===== config.mk =====
export PLATFORM = sky130hd
export DESIGN_NAME = tas_lock_unit
export DESIGN_NICKNAME = d
export VERILOG_FILES = /design/src/rtl/tas_lock_pkg.sv /design/src/rtl/lock_addr_dec.sv /design/src/rtl/lock_cell.sv /design/src/rtl/lock_rd_reg.sv /design/src/rtl/tas_lock_unit.sv
export SDC_FILE = /design/constraint.sdc
export NUM_CORES = 1
export LEC_CHECK = 0
export BUFFER_PORTS_ARGS = -buffer_cell sky130_fd_sc_hd__buf_2
export CAP_MARGIN = 20
export CORE_UTILIZATION = 40
export CTS_BUF_LIST = sky130_fd_sc_hd__clkbuf_8
export CTS_CLUSTER_SIZE = 16
export DETAILED_ROUTE_END_ITERATION = 16
export PLACE_DENSITY = 0.81
export SETUP_SLACK_MARGIN = 0.15
export SLEW_MARGIN = 20
export SYNTH_ARGS = -nofsm -noshare
export SYNTH_HDL_FRONTEND = slang
export SYNTH_SLANG_ARGS = --single-unit

===== constraint.sdc =====
create_clock -name clk -period 1.1 [get_ports clk]
set_input_delay 0.22 -clock clk [delete_from_list [all_inputs] [get_ports clk]]
set_output_delay 0.22 -clock clk [all_outputs]
set_load 0.005 [all_outputs]

===== src/rtl/tas_lock_pkg.sv =====
package tas_lock_pkg;

  // Operation decoded from one bus cycle for the lock bank
  typedef enum logic [1:0] {
    OP_NONE = 2'd0,
    OP_TRY  = 2'd1,
    OP_FREE = 2'd2
  } lock_op_e;

  function automatic int unsigned idx_width(input int unsigned n);
    return (n > 1) ? $clog2(n) : 1;
  endfunction

endpackage


===== src/rtl/lock_addr_dec.sv =====
module lock_addr_dec
  import tas_lock_pkg::*;
#(
  parameter int unsigned ADDR_W    = 8,
  parameter int unsigned NUM_LOCKS = 8,
  parameter logic [ADDR_W-1:0] BASE_ADDR = 8'h40
) (
  input  logic [ADDR_W-1:0]    addr,
  input  logic                 rd,
  input  logic                 wr,
  input  logic                 wdata_zero,
  output lock_op_e             op,
  output logic [NUM_LOCKS-1:0] sel
);

  logic hit;

  // One comparator per flag; the selects form a one-hot vector
  for (genvar g = 0; g < NUM_LOCKS; g++) begin : g_match
    localparam logic [ADDR_W-1:0] MY_ADDR = ADDR_W'(BASE_ADDR + g);
    assign sel[g] = (addr == MY_ADDR);
  end

  assign hit = |sel;

  // Read wins over write in the same cycle
  always_comb begin
    op = OP_NONE;
    if (hit && rd) begin
      op = OP_TRY;
    end else if (hit && wr && wdata_zero) begin
      op = OP_FREE;
    end
  end

endmodule


===== src/rtl/lock_cell.sv =====
module lock_cell
  import tas_lock_pkg::*;
(
  input  logic     clk,
  input  logic     rst,
  input  logic     sel,
  input  lock_op_e op,
  output logic     held,
  output logic     grant
);

  // Grant is evaluated on the pre-edge state: the test half of test-and-set
  assign grant = sel && (op == OP_TRY) && !held;

  always_ff @(posedge clk) begin
    if (rst) begin
      held <= 1'b0;
    end else if (sel) begin
      if (op == OP_TRY) begin
        held <= 1'b1;
      end else if (op == OP_FREE) begin
        held <= 1'b0;
      end
    end
  end

endmodule


===== src/rtl/lock_rd_reg.sv =====
module lock_rd_reg #(
  parameter int unsigned DATA_W    = 8,
  parameter int unsigned NUM_LOCKS = 8
) (
  input  logic                 clk,
  input  logic                 rst,
  input  logic [NUM_LOCKS-1:0] grant,
  output logic [DATA_W-1:0]    rdata
);

  // At most one grant is set; any grant means the reader won
  always_ff @(posedge clk) begin
    if (rst) begin
      rdata <= '0;
    end else begin
      rdata <= {{(DATA_W-1){1'b0}}, |grant};
    end
  end

endmodule


===== src/rtl/tas_lock_unit.sv =====
module tas_lock_unit
  import tas_lock_pkg::*;
#(
  parameter int unsigned ADDR_W    = 8,
  parameter int unsigned DATA_W    = 8,
  parameter int unsigned NUM_LOCKS = 8,
  parameter logic [ADDR_W-1:0] BASE_ADDR = 8'h40
) (
  input  logic              clk,
  input  logic              rst,
  input  logic [ADDR_W-1:0] bus_addr,
  input  logic              bus_rd,
  input  logic              bus_wr,
  input  logic [DATA_W-1:0] bus_wdata,
  output logic [DATA_W-1:0] bus_rdata
);

  lock_op_e             op;
  logic [NUM_LOCKS-1:0] sel;
  logic [NUM_LOCKS-1:0] lock_held;
  logic [NUM_LOCKS-1:0] lock_grant;
  logic                 wdata_zero;

  assign wdata_zero = (bus_wdata == '0);

  lock_addr_dec #(
    .ADDR_W    (ADDR_W),
    .NUM_LOCKS (NUM_LOCKS),
    .BASE_ADDR (BASE_ADDR)
  ) u_dec (
    .addr       (bus_addr),
    .rd         (bus_rd),
    .wr         (bus_wr),
    .wdata_zero (wdata_zero),
    .op         (op),
    .sel        (sel)
  );

  for (genvar g = 0; g < NUM_LOCKS; g++) begin : g_lock
    lock_cell u_cell (
      .clk   (clk),
      .rst   (rst),
      .sel   (sel[g]),
      .op    (op),
      .held  (lock_held[g]),
      .grant (lock_grant[g])
    );
  end

  lock_rd_reg #(
    .DATA_W    (DATA_W),
    .NUM_LOCKS (NUM_LOCKS)
  ) u_rd (
    .clk   (clk),
    .rst   (rst),
    .grant (lock_grant),
    .rdata (bus_rdata)
  );

endmodule


=== Word level (Yosys, flattened, before mapping) ===
Index checks and enable logic that the tools add are counted.

* Add/sub/neg operators: 0
* Multiply operators: 0
* Divide/modulo/power cells: 0
* Magnitude comparators: 0
* Equal/unequal tests: 10
* Shift operators: 0
* Muxes and demuxes: 4
* Bitwise logic cells: 0
* Reduce and logical (&&, ||, !) cells: 39

{| class="wikitable"
|+ Operators by type and width
! operator !! number
|-
| 8-bit by 7-bit == test with 1-bit output, second input constant || 8
|-
| 1-bit logical AND || 19
|-
| 2-bit AND reduction || 8
|-
| 8-bit OR reduction || 2
|-
| 1-bit zero test || 8
|-
| 8-bit zero test || 1
|-
| 2-bit 2-to-1 mux || 2
|-
| 2-bit by 1-bit == test with 1-bit output, second input constant || 1
|-
| 2-bit == test, second input constant || 1
|-
| 1-bit 2-to-1 mux || 2
|-
| 2-bit nonzero test || 1
|}

* Register bits: 16
* Bits in latches: 0
* RAM bits: 0
* ROM bits: 0
* Bits of input ports: 20
* Output and inout port bits: 8
* Logic and storage cells: 63
* Memories kept: 0

=== Longest topological paths before layout ===
Gate-level depths: netlist (run 1).

* Depth after elaboration: 10
* Depth in mapped cells: 5
* Mapped depth without buffers: 4

=== Modules after synthesis ===
Synthesis (run 1) repeated with hierarchy kept, for this count alone.

* Cell total of the unflattened synthesis: 104
* Area total of the unflattened synthesis: 827.0 sq um

{| class="wikitable"
|+ Modules (own cells, without submodules)
! module !! instances !! cells each !! area an instance (sq um) !! sequential area each (sq um)
|-
| lock_cell || 8 || 9 || 72.6 || 20.0
|-
| lock_addr_dec || 1 || 17 || 133.9 || 0.0
|-
| lock_rd_reg || 1 || 12 || 93.8 || 20.0
|-
| tas_lock_unit || 1 || 3 || 18.8 || 0.0
|}

=== Worst setup path after synthesis (run 1) ===
OpenSTA, ideal clock, no wires.

* Path kind: input to register
* From: in bus_wdata[6]
* To: reg g_lock[7].u_cell.held
* Arrival time: 1.003 ns
* Data required time: 0.983 ns
* Slack: -0.020 ns
* Stages on the path: 5
* Path buffers: 1
* Path through: nor4bb_1 and4_1 buf_6 a41oi_2 o2bb2ai_1

* Cells in the longest elaborated chain, start to end: 7
* Elaborated cells on any way between the ends: 9
* Classes of those cells: 2 x eq/ne; 3 x mux; 4 x reduce/logical

{| class="wikitable"
|+ Ends and longest elaborated chain
! item !! RTL line !! RTL
|-
| start, declared || tas_lock_unit.sv:14 || <nowiki>input logic [DATA_W-1:0] bus_wdata,</nowiki>
|-
| 8-bit zero test (*) || tas_lock_unit.sv:24 || <nowiki>assign wdata_zero = (bus_wdata == '0);</nowiki>
|-
| 1-bit logical AND (*) || lock_addr_dec.sv:31 || <nowiki>end else if (hit && wr && wdata_zero) begin</nowiki>
|-
| 2-bit 2-to-1 mux (*) || lock_addr_dec.sv:31 ||
|-
| 2-bit 2-to-1 mux (*) || lock_addr_dec.sv:29 || <nowiki>if (hit && rd) begin</nowiki>
|-
| 2-bit == test or 2-bit by 1-bit == test with 1-bit output (tied branches) || lock_cell.sv:21, lock_cell.sv:19 ||
|-
| 2-bit nonzero test (no line) || -- ||
|-
| 2-bit AND reduction (no line) || -- ||
|-
| end signal, assigned || lock_cell.sv:17 || <nowiki>held <= 1'b0;</nowiki>
|-
| end signal, assigned || lock_cell.sv:20 || <nowiki>held <= 1'b1;</nowiki>
|-
| end signal, assigned || lock_cell.sv:22 || <nowiki>held <= 1'b0;</nowiki>
|-
| end, declared || lock_cell.sv:8 || <nowiki>output logic held,</nowiki>
|}

Mark *: on every way between the ends. The rest lies on a longest branch, timed or not.
A chain may end at the register's enable or synchronous reset.

=== Final worst setup path (run 1) ===
* From: in bus_wdata[2]
* To: reg g_lock[7].u_cell.held

The elaborated chain is that of the path after synthesis.

==> flow_summary.json, run 1 <==
{
  "synth_top_area_cell": "dfxtp_1",
  "cap_violations": 0,
  "crit_path_max_fanout": 8,
  "min_period_ns": 1.07,
  "fmax_ghz": 0.933,
  "hpwlAfterDp_um": 1010,
  "antennaDiodeCount": 0,
  "ys_seq_elements": 9,
  "cts.sinks": 9,
  "dp_cells": 99,
  "ys_seq_area_share_pct": 31.9,
  "synth_area_per_cell_um2": 9.10,
  "cp_slowest_cell": "and4_4",
  "hold_violations": 0,
  "start_util_pct": 43.4,
  "slew_violations": 0,
  "h-tree-depth": 1,
  "grt_max_degree": 11,
  "rsz0062_at_grt": "yes",
  "layout.nets": 109,
  "cp.required_ns": 1.22,
  "wl_per_cell_um": 15.8,
  "synth_top_area_share_pct": 31.9,
  "design.core.area_um2": 1300,
  "cp.arrival_ns": 1.20,
  "row_count": 13,
  "cts_buffers": 3,
  "hold_end": "g_lock[4].u_cell.held",
  "root_buffer": "clkbuf_8",
  "clk_latency_ns": 0.23,
  "finalCoreUtilization_pct": 60.2,
  "setup_viol": 0,
  "report.power.total_w": 0.000845,
  "synth-simple-area-share_pct": 22.0,
  "ir_worst_vdd_mv": 0.846,
  "syn-cell-area_um2": 564,
  "synthCells": 62,
  "critPathLaunchType": "input port",
  "drc": 0,
  "synthXorXnorAreaFrac_pct": 0,
  "final_cells": 103,
  "cts.hold.buffers_added": 0,
  "die_height_um": 39.6,
  "power.density_nw_per_um2": 1080,
  "die_area_um2": 1560,
  "grt_pass1_vias": 514,
  "routed_wl_um": 1630,
  "io_buffers": 20,
  "cts_tree": "done",
  "r2r-start": "g_lock[3].u_cell.held",
  "yosys.area_share.adder_pct": 0,
  "cp_cell_sequence": "buf_6 -> nor4_4 -> and4_4 -> a41oi_2 -> o2bb2ai_1",
  "reg2regPathDepth": 2,
  "grt_overflow": 0,
  "die_w_um": 39.6,
  "finalClockSkew_ns": 0.00376,
  "hp-start": "bus_addr[0]",
  "crit_path_max_incr_delay_ns": 0.33,
  "globalplace.congestion": 0.810,
  "placed_area_um2": 663,
  "io_pins": 28,
  "cts_setup_buffers": 0,
  "grt_usage_pct": 19.9,
  "min_path_type": "in -> reg",
  "hold_depth": 3,
  "stdcell_area_um2": 783,
  "post-route-period-util_pct": 97.5,
  "post_synth_num_cell_types": 23,
  "routed_via_density": 5.34,
  "drt_iter0_markers": 14,
  "r2r_setup_slack_ns": 0.11,
  "dr.pass1.iters": 6,
  "synthMuxAreaShare_pct": 3.99,
  "power.leakage_nw": 0.344,
  "vias": 550,
  "yosys_warnings": 0,
  "clockBufferDepth": 2,
  "rr_endpoint": "u_rd.rdata[0]",
  "critical_path_class": "in -> reg",
  "antenna_found_initial": 0,
  "drive_above_1_share_pct": 46.6,
  "area_growth_pct": 38.8,
  "clkTransAtPathRegs_ns": 0.04,
  "grt_pass1_wl_um": 1990,
  "status": "finished, final reports clean",
  "drtAntennaViolNets": 0,
  "synth_compound_area_share_pct": 24.4,
  "synth_area_leaders": "dfxtp_1, o2bb2ai_1, buf_4, nor3_1, buf_6",
  "synth_top_family_by_area": "compound AO/OA/AOI/OAI gates",
  "cp-end-kind": "flip-flop"
}
## worst max path at each step
stage                            start                     to  slack, ns  depth (start not counted)
final                     bus_wdata[2]  g_lock[7].u_cell.held       0.03                          5
after detailed placement   bus_addr[3]  g_lock[6].u_cell.held      -0.29                          5
after CTS                 bus_wdata[6]  g_lock[6].u_cell.held       0.09                          5
after floorplan           bus_wdata[7]  g_lock[7].u_cell.held       0.01                          5
after global placement     bus_addr[3]  g_lock[7].u_cell.held      -0.21                          5
after global routing       bus_addr[6]  g_lock[7].u_cell.held     -0.006                          5
## stage by stage
step	setup TNS (ns)	worst slack [ns]	hold WS, ns
floorplan	0	0.0119	0.419
global placement	-1.68	-0.214	0.447
detailed placement	-2.17	-0.291	0.446
CTS	0	0.0885	0.382
global route	-0.00635	-0.00635	0.417
finish	0	0.0280	0.389
## cell type report
class,instances,area (µm²)
Tap cell,15,18.8
Clock buffer,3,41.3
Fill cell,117,518
Multi-Input combinational cell,47,362
Clock inverter,1,3.75
Sequential cell,9,180
Timing Repair Buffer,26,170
Inverter,2,7.51
## cell families (layout without fill, tap and decap cells)
kind of cell | Yosys count | after routing
and+or+nand+nor | 21 | 21
AOI/OAI and AO/OA | 18 | 18
buffers and inverters | 12 | 32
DFF | 9 | 9
other | 1 | 7
muxes | 1 | 1
## worst max-delay path, delay by kind of cell
family / cells / cell delay (ns)
compound gates: 2 / 0.25
buf+inv: 1 / 0.10
simple gates: 2 / 0.63
## repair_timing
item / in CTS / in global routing
pin swaps: 2 / 5
gates resized for setup: 5 / 8
endpoints found under the hold margin: 0 / 0
endpoints found under the setup margin: 9 / 9
## synth_stat cells, drive strengths merged
master,number
a21oi,4
or2,1
nor2,5
clkbuf,1
conb,1
nand2b,3
dfxtp,9
buf,9
o2bb2ai,8
and4,1
nor3,5
a31oi,3
and2,1
inv,2
o22ai,2
mux4,1
nand2,2
nor4,1
nor4bb,2
a41oi,1
## metal layers
metal  global-route usage, %  vias to the layer above  routed length [µm]
met5                       0                        -                   0
met4                    12.1                        0                  46
met3                    11.4                        4                  86
met2                    34.4                       21                 809
met1                    17.5                      253                 684
li1                        -                      272                   -
## report_power, final
part	internal, W	switching (W)
Clock	0.000242	0.000126
Combinational	0.0000737	0.0000743
Sequential	0.000328	0.000000394
Total	0.000645	0.000200
## cells in the final DEF (no fill, tap or decap)
cell type and n:
nand2b_1 2, nor3_2 1, and4_4 1, buf_2 16
nand2_1 1, a21oi_1 4, nand2_2 1, a31oi_2 2
inv_1 3, o2bb2ai_1 8, nand2b_2 1, o22ai_1 2
mux4_2 1, nor2_1 5, buf_6 4, buf_4 6
nor4bb_1 1, a41oi_2 1, or2_2 1, conb_1 7
a31oi_1 1, dfxtp_1 9, and2_4 1, nor3_1 4
nor4_4 1, nor4bb_4 1, clkbuf_8 3
## flip-flops by register name, indices dropped and copies added (netlist names)
signal / flops
u_rd.rdata: 1
g_lock.u_cell.held: 8
(Power assumes the default switching activity.)
==> run 2, diff against run 1 <==
--- a/config.mk
+++ b/config.mk
@@ -5,13 +5,14 @@
 export SDC_FILE = /design/constraint.sdc
 export NUM_CORES = 1
 export LEC_CHECK = 0
+export ABC_AREA = 1
 export BUFFER_PORTS_ARGS = -buffer_cell sky130_fd_sc_hd__buf_2
 export CAP_MARGIN = 20
 export CORE_UTILIZATION = 40
 export CTS_BUF_LIST = sky130_fd_sc_hd__clkbuf_8
 export CTS_CLUSTER_SIZE = 16
 export DETAILED_ROUTE_END_ITERATION = 16
-export PLACE_DENSITY = 0.81
+export PLACE_DENSITY = 0.77
 export SETUP_SLACK_MARGIN = 0.15
 export SLEW_MARGIN = 20
 export SYNTH_ARGS = -nofsm -noshare
==> flow_summary.json, run 2 <==
{
  "die_area_um2": 1980,
  "cts_buffers": 3,
  "min_period_ns": 1.02,
  "cts.sinks": 9,
  "grt_pass1_vias": 822,
  "synth_top_area_cell": "dfxtp_1",
  "hp-start": "rst",
  "intPower_w": 0.000637,
  "power.density_nw_per_um2": 815,
  "largest_registers": "g_lock.u_cell.held: 8 flops, u_rd.rdata: 1 flops",
  "stdcell_area_um2": 1050,
  "cts_tree": "done",
  "row_count": 14,
  "synthCells": 122,
  "grt_max_degree": 10,
  "setup_viol": 0,
  "rsz0062_at_grt": "yes",
  "start_util_pct": 45.3,
  "mostFrequentLayoutCells": "nand2_1, buf_2, nor2_1, inv_1, buf_4",
  "cp_slowest_cell": "or3_4",
  "drive_above_1_share_pct": 35.5,
  "cp_cell_sequence": "buf_6 -> or3_4 -> nor2_4 -> nand3_1 -> nand2_1 -> a21oi_1",
  "routed_via_density": 4.89,
  "root_buffer": "clkbuf_8",
  "async_reset_ff_share_pct": 0,
  "grt_usage_pct": 22.1,
  "ys_seq_area_share_pct": 25.0,
  "die_height_um": 44.5,
  "p_sw_share_pct": 25.2,
  "placed_area_um2": 877,
  "antennaDiodeCount": 0,
  "finalClockSkew_ns": 0.00818,
  "yosys_warnings": 0,
  "synth_edf_count": 0,
  "globalplace.congestion": 0.868,
  "cap_violations": 0,
  "crit_buf_inv": 1,
  "cp.arrival_ns": 1.13,
  "cp.required_ns": 1.22,
  "power_frac_seq_pct": 38.4,
  "vias": 876,
  "die_w_um": 44.5,
  "layout.nets": 176,
  "tns_ns": 0,
  "ys.flop_type": "dfxtp_1",
  "drtAntennaViolNets": 0,
  "status": "finished, final reports clean",
  "antenna_found_initial": 0,
  "clkTransAtPathRegs_ns": 0.05,
  "drt_iter0_markers": 27,
  "synth_area_per_cell_um2": 5.92,
  "ys_seq_elements": 9,
  "power_frac_comb_pct": 16.9,
  "slew_violations": 0,
  "post-route-period-util_pct": 92.6,
  "ir_worst_vdd_mv": 0.715,
  "h-tree-depth": 1,
  "io_pins": 28,
  "drc": 0,
  "dr.pass1.iters": 4,
  "area_growth_pct": 44.9,
  "grt_overflow": 0,
  "crit_path_max_incr_delay_ns": 0.38,
  "cts.hold.buffers_added": 0,
  "yosysMostFrequentCell": "nand2_1",
  "p_switching_w": 0.000215,
  "crit_path_max_fanout": 8,
  "grt_pass1_wl_um": 3190,
  "hold_depth": 2,
  "fmax_ghz": 0.982,
  "critical_path_class": "in -> reg",
  "clockBufferDepth": 2,
  "critPathLaunchType": "input port",
  "crit_family": "simple AND/OR/NAND/NOR gates",
  "cp-end-kind": "flip-flop",
  "power.leakage_nw": 0.442,
  "hold_end": "g_lock[0].u_cell.held",
  "routed_wl_um": 1960,
  "whs_ns": 0.274,
  "clockPowerShare_pct": 44.7,
  "r2r-start": "g_lock[1].u_cell.held",
  "reg2regPathDepth": 5,
  "synth_top_area_share_pct": 25.0,
  "final_common_cell": "nand2_1",
  "ys_top_cells_by_count": "nand2_1, nor2_1, inv_1, nand3_1",
  "r2r_setup_slack_ns": 0.29,
  "hold_violations": 0,
  "min_path_type": "in -> reg",
  "top_register": "g_lock.u_cell.held",
  "rr_endpoint": "u_rd.rdata[0]",
  "io_buffers": 20,
  "syn-cell-area_um2": 722,
  "hpwlAfterDp_um": 1290,
  "largest_register_ffs": 8,
  "post_synth_num_cell_types": 16,
  "wl_per_cell_um": 10.9,
  "synth_area_leaders": "dfxtp_1, nand2_1, nand3_1, nor2_1, inv_1",
  "clk_latency_ns": 0.24,
  "design.core.area_um2": 1590
}
run 2: changes by cell type after synthesis, moves of 3 or more:
cell,before,now
nand2_1,1,33
nand3b_1,0,4
a31oi_1,3,0
a21oi_1,4,9
nor2_1,5,17
nand3_1,0,13
nor2_2,0,5
inv_1,2,16
o2bb2ai_1,8,0
nor3_1,5,0
run 2: kinds of logic (layout without fill, tap and decap cells):
family | Yosys count | count (layout) | synth area share, %
and+or+nand+nor | 78 | 78 | 50.6
buffers and inverters | 25 | 52 | 17.7
AOI/OAI and AO/OA | 9 | 9 | 6.24
DFF | 9 | 9 | 25.0
other | 1 | 7 | 0.519
run 2: worst max path at each step:
stage / start / to / depth (start not counted) / slack, ns
after floorplan: bus_wdata[4] / g_lock[0].u_cell.held / 5 / 0.02
after global placement: bus_wdata[4] / g_lock[5].u_cell.held / 6 / -0.15
after detailed placement: bus_addr[5] / u_rd.rdata[0] / 8 / -0.19
after CTS: bus_addr[5] / u_rd.rdata[0] / 9 / 0.10
after global routing: bus_addr[5] / u_rd.rdata[0] / 9 / -0.01
final: bus_wdata[4] / g_lock[4].u_cell.held / 6 / 0.08
run 2: power groups by stage:
| stage | logic, W | registers, W | clock network [W] |
|---|---|---|---|
| final | 0.000144 | 0.000327 | 0.000381 |
| after global routing | 0.000160 | 0.000327 | 0.000397 |
| after CTS | 0.000125 | 0.000327 | 0.000380 |
| after detailed placement | 0.000116 | 0.000333 | 0 |
| after global placement | 0.000112 | 0.000333 | 0 |
| after floorplan | 0.0000737 | 0.000333 | 0 |
run 2: timing repair:
item	in CTS	in global routing
pin swaps	4	9
buffers inserted	3	1
setup endpoints to repair	9	9
gates resized for setup	6	17
run 2: area by class of cell:
| cell class | count | area, µm² |
|---|---|---|
| multi-input combinational | 94 | 492 |
| fill | 137 | 548 |
| sequential | 9 | 180 |
| inverter | 16 | 63.8 |
| clock buffer | 3 | 41.3 |
| timing repair buffer | 32 | 235 |
| tap | 24 | 30.0 |
| clock inverter | 1 | 3.75 |
run 2: stage by stage:
step / utilization [%] / std cells / worst slack [ns] / total power (W)
2_1_floorplan: - / 128 / 0.0241 / 0.000407
3_3_place_gp: 55.0 / 171 / -0.149 / 0.000445
3_5_place_dp: 55.0 / 171 / -0.191 / 0.000449
4_1_cts: 61.3 / 178 / 0.102 / 0.000833
5_1_grt: 65.6 / 179 / -0.0128 / 0.000884
6_report: 65.6 / 179 / 0.0818 / 0.000852
run 2: routing by layer:
layer / global-route usage (%) / vias to the layer above / share of wire [%]
met5: 0 / - / 0
met4: 7.27 / 0 / 2.1
met3: 4.90 / 8 / 6.9
met2: 43.5 / 44 / 51
met1: 22.5 / 392 / 40
li1: - / 432 / -
